$ cat src/rtl/flash_erase_pkg.sv
package flash_erase_pkg;
  typedef enum logic [3:0] {
    ST_IDLE, ST_WAIT, ST_ARM, ST_ERS_ON, ST_ERS_OFF, ST_ESU_OFF, ST_EV_ON,
    ST_DUMMY, ST_READ, ST_RETRY, ST_SWE_OFF, ST_FIN_OK, ST_FIN_BAD
  } fe_state_t;
endpackage

$ cat src/rtl/fe_sel_check.sv
module fe_sel_check #(
  parameter int BLK_W  = 8,
  parameter int ADDR_W = 16
) (
  input  logic [BLK_W-1:0]  sel,
  input  logic [ADDR_W-1:0] first_addr,
  output logic              ok
);
  always_comb ok = $onehot(sel) && !first_addr[0];
endmodule

$ cat src/rtl/fe_delay.sv
module fe_delay #(
  parameter int CNT_W = 24
) (
  input  logic             clk,
  input  logic             rst,
  input  logic             load,
  input  logic [CNT_W-1:0] load_val,
  output logic             expired
);
  logic [CNT_W-1:0] cnt;

  always_ff @(posedge clk) begin
    if (rst)               cnt <= '0;
    else if (load)         cnt <= load_val;
    else if (cnt != '0)    cnt <= cnt - 1'b1;
  end

  assign expired = (cnt == '0);

  assert_no_underflow_R3: assert property (@(posedge clk) disable iff (rst)
    (expired && !load) |=> expired);
endmodule

$ cat src/rtl/fe_addr_walk.sv
module fe_addr_walk #(
  parameter int ADDR_W = 16
) (
  input  logic              clk,
  input  logic              rst,
  input  logic              capture,
  input  logic [ADDR_W-1:0] first_addr,
  input  logic [ADDR_W-1:0] last_addr,
  input  logic              rewind,
  input  logic              step,
  output logic [ADDR_W-1:0] addr,
  output logic              at_end
);
  localparam logic [ADDR_W-1:0] WORD_STEP = ADDR_W'(2);
  logic [ADDR_W-1:0] first_q, last_q;

  always_ff @(posedge clk) begin
    if (rst) begin
      first_q <= '0;
      last_q  <= '0;
      addr    <= '0;
    end else begin
      if (capture) begin
        first_q <= first_addr;
        last_q  <= last_addr;
      end
      if (rewind)    addr <= first_q;
      else if (step) addr <= addr + WORD_STEP;
    end
  end

  assign at_end = (addr >= last_q);

  assert_step_in_block_R5: assert property (@(posedge clk) disable iff (rst)
    step |-> !at_end);
endmodule

$ cat src/rtl/flash_erase_seq.sv
module flash_erase_seq
  import flash_erase_pkg::*;
#(
  parameter int BLK_W  = 8,
  parameter int ADDR_W = 16,
  parameter int DATA_W = 16,
  parameter int CNT_W  = 24,
  parameter int TRY_W  = 4
) (
  input  logic              clk,
  input  logic              rst,
  input  logic              start,
  input  logic [BLK_W-1:0]  blk_sel,
  input  logic [ADDR_W-1:0] blk_start,
  input  logic [ADDR_W-1:0] blk_end,
  input  logic [TRY_W-1:0]  max_tries,
  input  logic [CNT_W-1:0]  w_swe_on,
  input  logic [CNT_W-1:0]  w_esu_on,
  input  logic [CNT_W-1:0]  w_erase,
  input  logic [CNT_W-1:0]  w_ers_off,
  input  logic [CNT_W-1:0]  w_esu_off,
  input  logic [CNT_W-1:0]  w_ev_on,
  input  logic [CNT_W-1:0]  w_read,
  input  logic [CNT_W-1:0]  w_ev_off,
  input  logic [CNT_W-1:0]  w_swe_off,
  input  logic [DATA_W-1:0] rd_data,
  output logic              swe_en,
  output logic              esu_en,
  output logic              ers_en,
  output logic              ev_en,
  output logic              wdt_en,
  output logic              dummy_wr,
  output logic [ADDR_W-1:0] vaddr,
  output logic [BLK_W-1:0]  erase_blk,
  output logic              busy,
  output logic              done,
  output logic              fail,
  output logic              rejected
);
  fe_state_t        state, nxt;
  logic [TRY_W-1:0] tries, tries_max;
  logic             sel_ok, tmr_load, tmr_zero, at_end, word_ok, again, accept;
  logic [CNT_W-1:0] tmr_val;

  fe_sel_check #(.BLK_W(BLK_W), .ADDR_W(ADDR_W)) u_sel (
    .sel(blk_sel), .first_addr(blk_start), .ok(sel_ok));

  fe_delay #(.CNT_W(CNT_W)) u_delay (
    .clk(clk), .rst(rst), .load(tmr_load), .load_val(tmr_val), .expired(tmr_zero));

  assign word_ok = &rd_data;
  assign again   = (tries < tries_max);
  assign accept  = (state == ST_IDLE) && start && sel_ok;

  fe_addr_walk #(.ADDR_W(ADDR_W)) u_walk (
    .clk(clk), .rst(rst), .capture(accept), .first_addr(blk_start),
    .last_addr(blk_end), .rewind(state == ST_EV_ON),
    .step((state == ST_READ) && word_ok && !at_end),
    .addr(vaddr), .at_end(at_end));

  always_comb begin
    tmr_load = 1'b1;
    tmr_val  = '0;
    case (state)
      ST_IDLE:    begin tmr_load = accept; tmr_val = w_swe_on; end
      ST_ARM:     tmr_val = w_esu_on;
      ST_ERS_ON:  tmr_val = w_erase;
      ST_ERS_OFF: tmr_val = w_ers_off;
      ST_ESU_OFF: tmr_val = w_esu_off;
      ST_EV_ON:   tmr_val = w_ev_on;
      ST_DUMMY:   tmr_val = w_read;
      ST_READ:    begin tmr_load = !(word_ok && !at_end); tmr_val = w_ev_off; end
      ST_RETRY:   tmr_val = again ? w_esu_on : w_swe_off;
      ST_SWE_OFF: tmr_val = w_swe_off;
      default:    tmr_load = 1'b0;
    endcase
  end

  always_ff @(posedge clk) begin
    if (rst) begin
      state <= ST_IDLE;   nxt <= ST_IDLE;
      swe_en <= 1'b0;     esu_en <= 1'b0;   ers_en <= 1'b0;
      ev_en <= 1'b0;      wdt_en <= 1'b0;   dummy_wr <= 1'b0;
      busy <= 1'b0;       done <= 1'b0;     fail <= 1'b0;
      rejected <= 1'b0;   erase_blk <= '0;
      tries <= '0;        tries_max <= '0;
    end else begin
      dummy_wr <= 1'b0;
      done     <= 1'b0;
      fail     <= 1'b0;
      rejected <= 1'b0;
      case (state)
        ST_IDLE: if (start) begin
          if (sel_ok) begin
            swe_en <= 1'b1;  busy <= 1'b1;
            erase_blk <= blk_sel;
            tries <= TRY_W'(1);  tries_max <= max_tries;
            nxt <= ST_ARM;   state <= ST_WAIT;
          end else begin
            rejected <= 1'b1;
          end
        end
        ST_WAIT:    if (tmr_zero) state <= nxt;
        ST_ARM:     begin wdt_en <= 1'b1; esu_en <= 1'b1; nxt <= ST_ERS_ON;  state <= ST_WAIT; end
        ST_ERS_ON:  begin ers_en <= 1'b1; nxt <= ST_ERS_OFF; state <= ST_WAIT; end
        ST_ERS_OFF: begin ers_en <= 1'b0; nxt <= ST_ESU_OFF; state <= ST_WAIT; end
        ST_ESU_OFF: begin esu_en <= 1'b0; nxt <= ST_EV_ON;   state <= ST_WAIT; end
        ST_EV_ON:   begin wdt_en <= 1'b0; ev_en <= 1'b1; nxt <= ST_DUMMY; state <= ST_WAIT; end
        ST_DUMMY:   begin dummy_wr <= 1'b1; nxt <= ST_READ; state <= ST_WAIT; end
        ST_READ: begin
          if (word_ok && !at_end) begin
            state <= ST_DUMMY;
          end else begin
            ev_en <= 1'b0;
            nxt   <= word_ok ? ST_SWE_OFF : ST_RETRY;
            state <= ST_WAIT;
          end
        end
        ST_RETRY: begin
          if (again) begin
            tries  <= tries + 1'b1;
            wdt_en <= 1'b1;  esu_en <= 1'b1;
            nxt    <= ST_ERS_ON;
          end else begin
            swe_en <= 1'b0;
            nxt    <= ST_FIN_BAD;
          end
          state <= ST_WAIT;
        end
        ST_SWE_OFF: begin swe_en <= 1'b0; nxt <= ST_FIN_OK; state <= ST_WAIT; end
        ST_FIN_OK:  begin done <= 1'b1; busy <= 1'b0; erase_blk <= '0; state <= ST_IDLE; end
        ST_FIN_BAD: begin fail <= 1'b1; busy <= 1'b0; erase_blk <= '0; state <= ST_IDLE; end
        default:    state <= ST_IDLE;
      endcase
    end
  end

  assert_ers_interlock_R4: assert property (@(posedge clk) disable iff (rst)
    ers_en |-> (swe_en && esu_en && wdt_en));
  assert_verify_exclusive_R4: assert property (@(posedge clk) disable iff (rst)
    ev_en |-> (swe_en && !esu_en && !ers_en));
  assert_dummy_in_verify_R10: assert property (@(posedge clk) disable iff (rst)
    dummy_wr |-> ev_en);
  assert_done_pulse_R7: assert property (@(posedge clk) disable iff (rst)
    done |=> !done);
  assert_fail_pulse_R8: assert property (@(posedge clk) disable iff (rst)
    fail |=> !fail);
  assert_single_outcome_R8: assert property (@(posedge clk) disable iff (rst)
    !(done && fail));
  assert_one_block_R1: assert property (@(posedge clk) disable iff (rst)
    busy |-> ($countones(erase_blk) == 1));
  assert_reject_idle_R2: assert property (@(posedge clk) disable iff (rst)
    rejected |-> (!busy && !swe_en));
endmodule

$ cat config.mk
export PLATFORM = sky130hd
export DESIGN_NAME = flash_erase_seq
export DESIGN_NICKNAME = d
export VERILOG_FILES = /design/src/rtl/flash_erase_pkg.sv /design/src/rtl/fe_sel_check.sv /design/src/rtl/fe_delay.sv /design/src/rtl/fe_addr_walk.sv /design/src/rtl/flash_erase_seq.sv
export SDC_FILE = /design/constraint.sdc
export NUM_CORES = 1
export LEC_CHECK = 0
export ABC_AREA = 1
export CAP_MARGIN = 20
export CORE_AREA = 2 2 177 179
export DETAILED_ROUTE_END_ITERATION = 10
export DIE_AREA = 0 0 179 181
export DONT_BUFFER_PORTS = 1
export GPL_ROUTABILITY_DRIVEN = 1
export PLACE_DENSITY_LB_ADDON = 0.1
export SYNTH_ARGS = -nofsm -noshare
export SYNTH_HDL_FRONTEND = slang
export SYNTH_HIERARCHICAL = 1
export SYNTH_SLANG_ARGS = --single-unit
$ cat constraint.sdc
create_clock -name clk -period 3.7 [get_ports clk]
set_clock_uncertainty 0.1 [all_clocks]
set_input_delay 0.185 -clock clk [delete_from_list [all_inputs] [get_ports clk]]
set_output_delay 0.185 -clock clk [all_outputs]
set_load 0.005 [all_outputs]
==> Word-level counts from Yosys, hierarchy flattened <==
Cells that the tools add are included.
{ "classes": {"n_addsub": 10, "n_mul": 0, "div": 0, "magnitude_cmp": 2, "n_eq_ne": 19, "shift": 0, "n_mux": 38, "bitwise": 2, "n_reduce_logical": 35} }
{ "op_table": {"columns": ["op", "n"], "rows": [
  ["24-bit case mux with 10 select lines", 1],
  ["24-bit 2-to-1 mux", 3],
  ["4-bit case mux with 10 select lines", 1],
  ["16-bit 2-to-1 mux", 2],
  ["4-bit 2-to-1 mux", 8],
  ["24-bit zero test", 1],
  ["24-bit nonzero test", 1],
  ["24-bit by 1-bit subtractor with 24-bit output (second input constant)", 1],
  ["4-bit == test (second input constant)", 5],
  ["16-bit by 2-bit adder with 16-bit output (second input constant)", 1],
  ["4-bit by 3-bit == test with 1-bit output (second input constant)", 4],
  ["16-bit greater-or-equal comparator", 1],
  ["8-bit 2-to-1 mux", 2],
  ["4-bit case mux with 4 select lines", 1],
  ["8-bit case mux with 2 select lines", 1],
  ["16-bit AND reduction", 1],
  ["4-bit adder", 3],
  ["2-bit inequality test (second input constant)", 6],
  ["1-bit case mux with 3 select lines", 4],
  ["4-bit AND reduction", 3],
  ["2-bit nonzero test", 6],
  ["10-bit nonzero test", 1],
  ["1-bit 2-to-1 mux", 9],
  ["3-bit AND reduction", 3],
  ["18 further kinds", 37]
]} }
{ "totals": {"regBits": 106, "latchBits": 0, "mem_bits_rw": 0, "romBits": 0, "inputBits": 279, "out_inout_bits": 34, "wordCells": 125, "mem_count": 0} }

==> Longest topological paths before layout <==
Gate-level depths: netlist (run 1).
{ "depth": {"word_depth": 8, "depth_mapped": 25, "mapped_depth_nobuf": 23} }

==> By module <==
The synthesis (run 1) kept the hierarchy.
{ "modules_own_cells": {"columns": ["mod", "instances", "cells_each", "area_each_um2", "seq_area_each_um2"], "rows": [
  ["flash_erase_seq", 1, 568, 3113.0, 680.7],
  ["fe_addr_walk", 1, 331, 2406.1, 960.9],
  ["fe_delay", 1, 277, 1774.2, 480.5],
  ["fe_sel_check", 1, 29, 203.9, 0.0]
]} }

==> Worst setup path before layout (run 1) <==
Ideal clock, no wire load.
{ "synth_timing": {"kind": "input to register", "start": "input port blk_sel[0]", "end": "register u_delay.cnt[8]", "setup_ns": 0.130, "t_arrival_ns": 3.762, "required_time_ns": 3.470, "path_slack_ns": -0.292, "cell_stages": 24, "n_path_buf": 2, "cell_sequence": "inv_1 -> fa_1 -> fa_1 -> fa_1 -> inv_1 -> ha_1 -> inv_1 -> fa_1 -> nand2_1 -> nor2_1 -> nand2_1 -> nor2_1 -> nand2_1 -> inv_1 -> nor2_1 -> nor2_2 -> nand2_2 -> inv_1 -> buf_2 -> inv_1 -> buf_2 -> or2_2 -> nand3_1 -> nor2_1"} }
{ "synth_between": {"elab_chain_cells": 8, "word_cells_on_any_way": 9, "cone_classes": "add/sub (3); eq/ne (1); mux (2); reduce/logical (3)"} }
{ "synth_rtl": {"columns": ["item", "line_no", "text"], "rows": [
  ["start: declaration", "flash_erase_seq.sv:13", "input logic [BLK_W-1:0] blk_sel,"],
  ["1-bit by 1-bit adder with 2-bit output (implied by the code) (*)", "fe_sel_check.sv:9", "always_comb ok = $onehot(sel) && !first_addr[0];"],
  ["4-bit adder (implied by the code) (*) (2 in a row)", "fe_sel_check.sv:9", null],
  ["4-bit by 1-bit == test with 1-bit output (*)", "fe_sel_check.sv:9", null],
  ["1-bit logical AND (*)", "fe_sel_check.sv:9", null],
  ["net sel_ok", "flash_erase_seq.sv:42", "logic sel_ok, tmr_load, tmr_zero, at_end, word_ok, again, accept;"],
  ["1-bit logical AND (*)", "flash_erase_seq.sv:53", "assign accept = (state == ST_IDLE) && start && sel_ok;"],
  ["1-bit case mux with 3 select lines (*)", "flash_erase_seq.sv:64", "case (state)"],
  ["net tmr_load", "flash_erase_seq.sv:42", null],
  ["24-bit 2-to-1 mux / 2-bit nonzero test (equally long branches)", null, null],
  ["end signal: assignment", "fe_delay.sv:14", "else if (load) cnt <= load_val;"],
  ["end signal: assignment", "fe_delay.sv:15", "else if (cnt != '0) cnt <= cnt - 1'b1;"],
  ["end: declaration", "fe_delay.sv:10", "logic [CNT_W-1:0] cnt;"]
]} }
Mark *: on every way through the listed nets, which the timed path passes. The rest lies on a longest branch.
A chain may end at the register's enable or synchronous reset.

==> Final worst setup path (run 1) <==
{ "layout_timing": {"start": "input port blk_sel[3]", "end": "register u_delay.cnt[1]"} }
The elaborated chain is that of the path after synthesis.

==> summary.txt, run 1 <==
Run status
  – Status: completed

Clock tree
  – Worst-path clk slew: 70 ps
  – Clk_lat worst skew: 360 ps
  – CTS sink count: 106
  – CTS max path bufs: 2
  – Htree depth: 3
  – Num CTS Buffers: 9
  – Post-CTS Setup Bufs: 0
  – Root buf cell: clkbuf_16
  – CTS tree: built

Critical path
  – CP Capture Type: flip-flop
  – WS Path Type: in2reg
  – CP max FO: 11
  – Worst setup SP type: primary input
  – Worst path cell trace: inv_8 -> fa_1 -> fa_1 -> fa_1 -> inv_1 -> ha_2 -> inv_2 -> fa_1 -> or2_0 -> nand2_1 -> nor2_2 -> nand2_1 -> inv_2 -> nor2_2 -> nor2_2 -> nand2_2 -> inv_4 -> inv_4 -> nand4_1 -> o21ai_1 -> a21oi_1
  – Worst endpoint data arrival time: 3600 ps
  – CP max stage delay: 550 ps
  – WP data required: 3840 ps
  – Crit-path slowest cell: fa_1
  – Worst path most repeated cell: fa_1

GRT
  – Vias in the first global route: 7893
  – Initial antenna violation count: 3
  – Total GRT Usage: 0.189
  – First-pass GRT wire length: 46900 um
  – Largest net degree at the start of global routing: 58
  – Grt total ovfl: 0

Layout
  – Nets: 1559
  – Finished Cell Area: 8800 um^2
  – Fillers: 3422
  – Final Util: 0.290
  – Layout cells sized above 1: 0.107
  – Non-Filler Instances: 1651
  – Inserted Diodes: 0
  – Commonest cells after routing, fill and taps aside: nand2_1 (406), nor2_1 (132), dfxtp_1 (106)
  – Area grow syn2layout: 17.3%
  – Commonest non-fill, non-tap cell in the layout: nand2_1

Detailed routing
  – TritonRoute pass-1 iters: 6
  – DR WL/cell: 18.8 um
  – Via density: 4.83
  – DR vias: 7981
  – Total wire length: 31000 um
  – Initial DRC count: 533
  – Detail Route Antenna Nets: 0
  – DRC Markers: 0

Power and ir drop
  – Pwr Total: 4.57 mW
  – Pleak: 3.68 nW
  – P per Cell Area: 519 nW/um^2
  – Maximum VDD drop: 239 uV

Synthesis
  – Mapped Avg Cell Area: 6.22 um^2
  – Synth top area cells: dfxtp_1 (28%), nand2_1 (20%), nor2_1 (6.7%), nand3_1 (6.1%), a21oi_1 (4.9%)
  – Number of enable flip-flop cells after synthesis: 0
  – Fraction of registers with async set or reset after synthesis: 0
  – Synth Net Count: 1514
  – #FFs+latches synth: 106
  – Post-synthesis sequential area ratio: 0.283
  – Synth unique cells: 41
  – Mapped Area: 7500 um^2
  – Synth Flop Type: dfxtp_1
  – Biggest area consumer among synthesized cells: dfxtp_1
  – Yosys Warn Count: 6
  – Top cell type's share of synthesized area: 0.283
  – Post-synthesis cell count: 1205

Placed design
  – Final HPWL DP: 24600 um
  – Input/output buffers: 0
  – Placed insts: 1588
  – RePlAce Congestion: 0.867
  – Dpl cell area: 8010 um^2
  – Setup WS pre-CTS: -211 ps

STA
  – Hold WS: 22.5 ps
  – Worst-margin pin slew: 857 ps
  – Hold Fails Final Rpt: 0
  – Post-route setup slack: 238 ps
  – Part of the cycle the worst path needs: 0.936
  – Max Clk Rate: 289 MHz
  – Fin. max-slew vios: 0
  – Slew HR: 0.427
  – Fin crit period: 3460 ps
  – Setup TNS: 0 ps
  – Setup violators final: 0

Die
  – Die H: 181 um
  – Io pins: 313
  – Core area: 30300 um^2
  – Initial core utilization: 0.247
  – Total die area: 32400 um^2
  – FP Rows: 64
  – Die Width: 179 um

Job
  – Max-Cap Viols: 0

Min path
  – Min-Delay Path Class: in2reg
cells in the mapped netlist, drive strengths merged, types with 2 or more instances:
master,instances
nand2,430
nor2,165
dfxtp,106
inv,106
nand3,95
a21oi,80
o21ai,57
nand4,41
buf,32
ha,26
clkbuf,12
nor3,9
a22oi,8
xor2,6
a22o,5
o21a,5
fa,4
xnor2,4
or2,3
a211oi,2
a31oi,2
clkinv,2
sequential cells by signal (all words and copies together) (netlist names), 4 cells and up:
signal	flops
tries_max	4
erase_blk	8
tries	4
u_walk/last_q	16
state	4
u_walk/first_q	16
nxt	4
u_walk/addr	16
u_delay/cnt	24
where the power goes:
part / switching (mW) / internal [mW] / leakage, nW / total [mW]
registers: 0.161 / 1.30 / 0.860 / 1.46
clock network: 0.475 / 0.503 / 0.145 / 0.977
logic: 1.38 / 0.744 / 2.68 / 2.13
total: 2.02 / 2.55 / 3.68 / 4.57
metal layers:
layer  vias up  global-route usage  part of all wire
met1      3735               0.267              0.47
met3        36              0.0427             0.062
li1       3981                   -                 -
met4         6              0.0361             0.014
met2       223               0.295              0.46
met5         -                   0            0.0013
final cells by class:
class | instances | area, um^2 | share of cell area
Timing Repair Buffer | 78 | 749 | 0.0852
Sequential cell | 106 | 2120 | 0.241
Multi-Input combinational cell | 947 | 4710 | 0.536
Clock buffer | 12 | 256 | 0.0292
Inverter | 108 | 425 | 0.0484
Tap cell | 396 | 495 | 0.0563
Clock inverter | 4 | 33.8 | 0.00384
final timing paths:
path / start / endpoint / slack [ps] / cells after the start
max: blk_sel[3] / u_delay/cnt[1] / 240 / 21
min: w_esu_on[6] / u_delay/cnt[6] / 20 / 4
max reg2reg: u_walk/addr[15] / u_walk/addr[15] / 540 / 12
min reg2reg: u_walk/last_q[8] / u_walk/last_q[8] / 360 / 2
critical path: cells and delay by family:
| family | cells | cell delay [ps] |
|---|---|---|
| compound gates | 2 | 220 |
| buf+inv | 6 | 340 |
| fa+ha+maj | 5 | 2000 |
| simple gates | 8 | 860 |
cell families after synthesis:
| kind of cell | share of synthesized area |
|---|---|
| AO/OA/AOI/OAI | 0.121 |
| XOR/XNOR | 0.0117 |
| adder cells (fa/ha/maj) | 0.0541 |
| buffers and inverters | 0.0901 |
| flip-flops | 0.283 |
| AND/OR/NAND/NOR | 0.440 |
what timing repair did:
action                                  CTS  global route
resized for setup                         0             5
hold buffers                             47             0
endpoints found under the setup margin    0            25
endpoints found under the hold margin    94             0
(Power assumes the default switching activity.)
==> run 2: changes to the inputs <==
--- a/config.mk
+++ b/config.mk
@@ -7,13 +7,13 @@
 export LEC_CHECK = 0
 export ABC_AREA = 1
 export CAP_MARGIN = 20
-export CORE_AREA = 2 2 177 179
+export CORE_AREA = 2 2 173 175
 export DETAILED_ROUTE_END_ITERATION = 10
-export DIE_AREA = 0 0 179 181
+export DIE_AREA = 0 0 175 177
 export DONT_BUFFER_PORTS = 1
 export GPL_ROUTABILITY_DRIVEN = 1
-export PLACE_DENSITY_LB_ADDON = 0.1
+export PLACE_DENSITY_LB_ADDON = 0.15
+export SLEW_MARGIN = 20
 export SYNTH_ARGS = -nofsm -noshare
 export SYNTH_HDL_FRONTEND = slang
-export SYNTH_HIERARCHICAL = 1
 export SYNTH_SLANG_ARGS = --single-unit
==> run 2 against run 1 <==
Against the previous run: hold slack worse by 12 ps; critical endpoint is now tries[2]; critical path type unchanged; largest power group unchanged; utilization grew 0.081 points; clock power up 7%.
==> summary.txt, run 2 <==
Run status
  – Status: completed

Critical path
  – WP data required: 3840 ps
  – WS Path Type: in2reg
  – Worst endpoint data arrival time: 3430 ps
  – CP top delay family: adder cells
  – CP max FO: 13
  – CP max stage delay: 540 ps
  – Buf/Inv on CP: 5
  – CP Capture Type: flip-flop
  – Worst path cell trace: ha_1 -> fa_1 -> inv_1 -> fa_1 -> inv_1 -> ha_1 -> fa_1 -> nor3b_1 -> nand2_1 -> buf_4 -> nor3_4 -> buf_4 -> inv_1 -> nand2_1 -> nand2_1 -> nor2_1 -> nor3_1
  – Crit-path slowest cell: fa_1
  – Worst setup SP type: primary input

Detailed routing
  – Via density: 4.71
  – TritonRoute pass-1 iters: 5
  – Detail Route Antenna Nets: 0
  – DR vias: 7603
  – Initial DRC count: 320
  – DRC Markers: 0
  – Total wire length: 31000 um
  – DR WL/cell: 19.2 um

Power and ir drop
  – Maximum VDD drop: 170 uV
  – Pwr Total: 4.53 mW
  – Pleak: 3.47 nW
  – P per Cell Area: 533 nW/um^2

Layout
  – Register Area: 2120 um^2
  – Biggest register: u_delay.cnt
  – Finished Cell Area: 8500 um^2
  – Commonest cells after routing, fill and taps aside: nand2_1 (405), nor2_1 (146), dfxtp_1 (106)
  – Multi-input logic area: 4430 um^2
  – Nets: 1526
  – Fillers: 3361
  – Layout cells sized above 1: 0.0631
  – Commonest non-fill, non-tap cell in the layout: nand2_1
  – Area grow syn2layout: 18.9%
  – Number of flip-flops under the largest register name: 24
  – Final Util: 0.291

Synthesis
  – Count leader, synth: nand2_1
  – Post-synthesis compound-gate area fraction: 0.111
  – Post-synthesis mux area share: 0
  – Synth Net Count: 1482
  – Post-synthesis sequential area ratio: 0.297
  – Post-Synth Simple-Gate Area: 0.416
  – Number of enable flip-flop cells after synthesis: 0
  – Post-synthesis cell count: 1171
  – Mapped Avg Cell Area: 6.11 um^2
  – Adder-Cell Fraction of Synth Area: 0.0602
  – Biggest area consumer among synthesized cells: dfxtp_1
  – Top cell type's share of synthesized area: 0.297
  – Synth unique cells: 37
  – Mapped Area: 7150 um^2
  – Post-synth top cells: nand2_1 (405), nor2_1 (147), dfxtp_1 (106), inv_1 (91), a21oi_1 (81)
  – Synth Flop Type: dfxtp_1
  – Fraction of registers with async set or reset after synthesis: 0
  – #FFs+latches synth: 106
  – Synth top area cells: dfxtp_1 (30%), nand2_1 (21%), nor2_1 (7.7%), a21oi_1 (5.7%), nand3_1 (5.4%)
  – Synth Area in XOR/XNOR: 0.0306
  – Largest family of logic cells by synthesized area: simple AND/OR/NAND/NOR gates
  – Yosys Warn Count: 0

STA
  – Fin crit period: 3290 ps
  – Post-route setup slack: 409 ps
  – Setup violators final: 0
  – Max Clk Rate: 304 MHz
  – Unrepaired setup endpoints after global routing: no
  – Hold Fails Final Rpt: 0
  – Fin. max-slew vios: 0
  – Slew HR: 0.626
  – Part of the cycle the worst path needs: 0.889
  – Worst-margin pin slew: 559 ps

Min path
  – Min-Delay Path Class: in2reg

Placed design
  – RePlAce Congestion: 0.886
  – Input/output buffers: 0
  – Setup WS pre-CTS: -1.07 ps
  – Final HPWL DP: 25100 um
  – Dpl cell area: 7640 um^2

Clock tree
  – Htree depth: 3
  – Num CTS Buffers: 9
  – CTS tree: built
  – CTS resizes: 0
  – Worst-path clk slew: 80 ps
  – CTS max path bufs: 2
  – Clk_lat worst skew: 360 ps
  – Root buf cell: clkbuf_16
  – CTS sink count: 106

Die
  – Io pins: 313
  – FP Rows: 63
  – Initial core utilization: 0.245
  – Total die area: 31000 um^2
  – Core area: 29200 um^2
  – Die Width: 175 um
  – Die H: 177 um

GRT
  – First-pass GRT wire length: 45300 um
  – Total GRT Usage: 0.196
  – Grt total ovfl: 0
  – Vias in the first global route: 7583
  – Largest net degree at the start of global routing: 42
  – Initial antenna violation count: 5

Job
  – Max-Cap Viols: 0
run 2: cell types whose count changed in the layout (fill, tap and decap cells not counted), moves of 6 or more:
cell	change
nor2_4	-11
a22oi_1	-8
nor2_1	+14
xnor2_1	+10
a21oi_2	-7
a21oi_1	+8
o21ai_0	+6
nor2_2	-13
nand4_1	-9
nor3_1	+8
nand2_2	-13
nand3_1	-14
run 2: kinds of logic (layout without fill, tap and decap cells):
kind of cell,after synthesis,in the layout
adders and majority gates,32,32
AOI/OAI and AO/OA,153,153
other,0,5
xor gates and xnor gates,25,25
buffers and inverters,147,196
DFF,106,106
and+or+nand+nor,708,708
run 2: worst paths after layout:
kind,depth (start not counted),start,slack [ps],end
worst max-delay path,17,blk_sel[0],410,tries[2]
worst min-delay path,4,w_swe_off[13],10,u_delay.cnt[13]
worst max register to register,9,u_delay.cnt[0],1050,u_delay.cnt[10]
worst min register to register,2,u_walk.first_q[0],340,u_walk.first_q[0]
run 2: per-layer routing:
| metal | global-route usage | wire length, um | vias up |
|---|---|---|---|
| met5 | 0 | 0 | - |
| met1 | 0.203 | 12000 | 3448 |
| met2 | 0.372 | 15700 | 257 |
| met3 | 0.0552 | 2200 | 42 |
| met4 | 0.0806 | 1110 | 0 |
| li1 | - | - | 3856 |
run 2: tightest hold or removal path: stages:
cell and delay, ps:
nand2_1 60, nand3_1 80, nand2_1 60, a21oi_1 50
run 2: report_power, final:
group          switching [mW]  internal, mW
clock network           0.491         0.558
registers               0.145          1.32
logic                    1.30         0.721
run 2: repair_timing:
action | in CTS | in global routing
setup buffers | 0 | 0
hold buffers | 52 | 0
endpoints found under the hold margin | 79 | 0
run 2: cell type report:
| cell class | count | area share |
|---|---|---|
| inverter | 101 | 0.0446 |
| sequential | 106 | 0.250 |
| tap | 390 | 0.0574 |
| timing repair buffer | 79 | 0.0892 |
| antenna | 5 | 0.00147 |
| clock buffer | 11 | 0.0286 |
| multi-input combinational | 918 | 0.521 |
| clock inverter | 5 | 0.00824 |
run 2: metrics by stage:
| step | TNS (ps) | hold WS (ps) | cells |
|---|---|---|---|
| 2_1_floorplan | 0 | 233 | 1171 |
| 3_3_place_gp | 0 | 165 | 1542 |
| 3_5_place_dp | -1.07 | 164 | 1542 |
| 4_1_cts | 0 | 5.76 | 1610 |
| 5_1_grt | 0 | 18.6 | 1613 |
| 6_report | 0 | 10.8 | 1615 |
==> run 3: changes to the inputs <==
--- a/config.mk
+++ b/config.mk
@@ -7,7 +7,10 @@
 export LEC_CHECK = 0
 export ABC_AREA = 1
 export CAP_MARGIN = 20
+export CELL_PAD_IN_SITES_DETAIL_PLACEMENT = 1
+export CELL_PAD_IN_SITES_GLOBAL_PLACEMENT = 1
 export CORE_AREA = 2 2 173 175
+export CTS_CLUSTER_SIZE = 20
 export DETAILED_ROUTE_END_ITERATION = 10
 export DIE_AREA = 0 0 175 177
 export DONT_BUFFER_PORTS = 1
==> run 3 against run 2 <==
Against the previous run: global-route usage rose by 0.83 points; first-iteration DRC count fell by 14%; combinational power barely moved; clock power fell by 11%; largest power group unchanged; highest routed layer unchanged.
==> summary.txt, run 3 (same netlist as run 2, synthesis figures left out) <==
Detailed routing
  – Total wire length: 31800 um
  – DR WL/cell: 19.7 um
  – Via density: 4.79
  – DR vias: 7725
  – DRC Markers: 0
  – Initial DRC count: 276
  – Detail Route Antenna Nets: 0
  – TritonRoute pass-1 iters: 4

Power and ir drop
  – P per Cell Area: 524 nW/um^2
  – Maximum VDD drop: 230 uV
  – Pwr Total: 4.45 mW
  – Pleak: 3.46 nW

Min path
  – Min-delay src: w_esu_on[14]
  – WHS Path Cells: 4
  – Hold path endpoint: u_delay.cnt[14]
  – Min-Delay Path Class: in2reg

Layout
  – Final Util: 0.290
  – Non-Filler Instances: 1612
  – Area grow syn2layout: 18.7%
  – Biggest register: u_delay.cnt
  – Number of flip-flops under the largest register name: 24
  – Layout cells sized above 1: 0.0607
  – Nets: 1527
  – Commonest cells after routing, fill and taps aside: nand2_1 (405), nor2_1 (146), dfxtp_1 (106)
  – Finished Cell Area: 8490 um^2
  – Commonest non-fill, non-tap cell in the layout: nand2_1

Clock tree
  – CTS sink count: 106
  – CTS resizes: 0
  – Post-CTS Setup Bufs: 0
  – Htree depth: 3
  – Worst-path clk slew: 80 ps
  – Post-CTS Hold Fix Bufs: 55
  – CTS tree: built
  – Root buf cell: clkbuf_16
  – Num CTS Buffers: 9
  – CTS max path bufs: 2
  – Clk_lat worst skew: 360 ps

Placed design
  – Dpl cell area: 7650 um^2
  – Placed insts: 1540
  – RePlAce Congestion: 0.847
  – Final HPWL DP: 25200 um
  – Input/output buffers: 0
  – Setup WS pre-CTS: 25.3 ps

STA
  – Max Clk Rate: 304 MHz
  – Setup violators final: 0
  – Post-route setup slack: 408 ps
  – Slew HR: 0.586
  – Hold WS: 13.1 ps
  – Unrepaired setup endpoints after global routing: no
  – Hold Fails Final Rpt: 0
  – Setup TNS: 0 ps
  – Worst-margin pin slew: 621 ps
  – Fin crit period: 3290 ps
  – Fin. max-slew vios: 0
  – Part of the cycle the worst path needs: 0.890

Critical path
  – Reg-to-reg slack, setup: 1120 ps
  – WP data required: 3850 ps
  – Worst endpoint data arrival time: 3440 ps
  – CP max FO: 12
  – CP Capture Type: flip-flop
  – Worst r2r src: u_delay.cnt[0]
  – WS Path Type: in2reg
  – R2R cell count: 9
  – Worst setup SP type: primary input
  – Reg2reg end: u_delay.cnt[23]

Die
  – Core area: 29200 um^2
  – Initial core utilization: 0.245
  – Die H: 177 um
  – Total die area: 31000 um^2
  – FP Rows: 63
  – Io pins: 313
  – Die Width: 175 um

GRT
  – Vias in the first global route: 8245
  – First-pass GRT wire length: 48100 um
  – Grt total ovfl: 0
  – Largest net degree at the start of global routing: 47
  – Total GRT Usage: 0.205
  – Initial antenna violation count: 2

Run status
  – Status: completed

Job
  – Max-Cap Viols: 0
run 3: area by class of cell:
class                   instances  area, um^2
well taps                     390         488
clock buffers                  10         229
multi-input cells             918        4430
fillers                      3778       20800
clock inverters                 5        40.0
flip-flops and latches        106        2120
diodes                          2        5.00
inverters                     101         379
repair buffers                 80         798
run 3: per-layer routing:
layer,part of all wire,GRT usage,vias to the layer above
met5,0,0,-
met4,0.027,0.0622,0
met3,0.054,0.0449,33
met2,0.53,0.405,216
met1,0.39,0.214,3635
li1,-,-,3841
run 3: critical path, stage by stage:
cell and delay, ps:
ha_1 200, fa_1 550, inv_1 60, fa_1 530, inv_1 40, ha_1 200
fa_1 440, nor3b_1 190, nand2_1 110, buf_4 150, nor3_4 130, buf_4 230
inv_1 50, nand2_1 150, and3_1 180, nor3_1 40
run 3: power breakdown:
group | switching, mW | internal, mW
combinational | 1.32 | 0.730
sequential | 0.150 | 1.32
clock | 0.471 | 0.461
total | 1.94 | 2.51
run 3: how the worst max path moves through the flow:
stage	from	to	slack [ps]	cells after the start
2_1_floorplan	blk_sel[0]	nxt[2]	320	17
3_3_place_gp	blk_sel[0]	tries[3]	70	16
3_5_place_dp	blk_sel[0]	tries[3]	30	16
4_1_cts	blk_sel[0]	u_delay.cnt[21]	390	17
5_1_grt	blk_sel[0]	tries[3]	100	16
6_report	blk_sel[0]	tries[3]	410	16
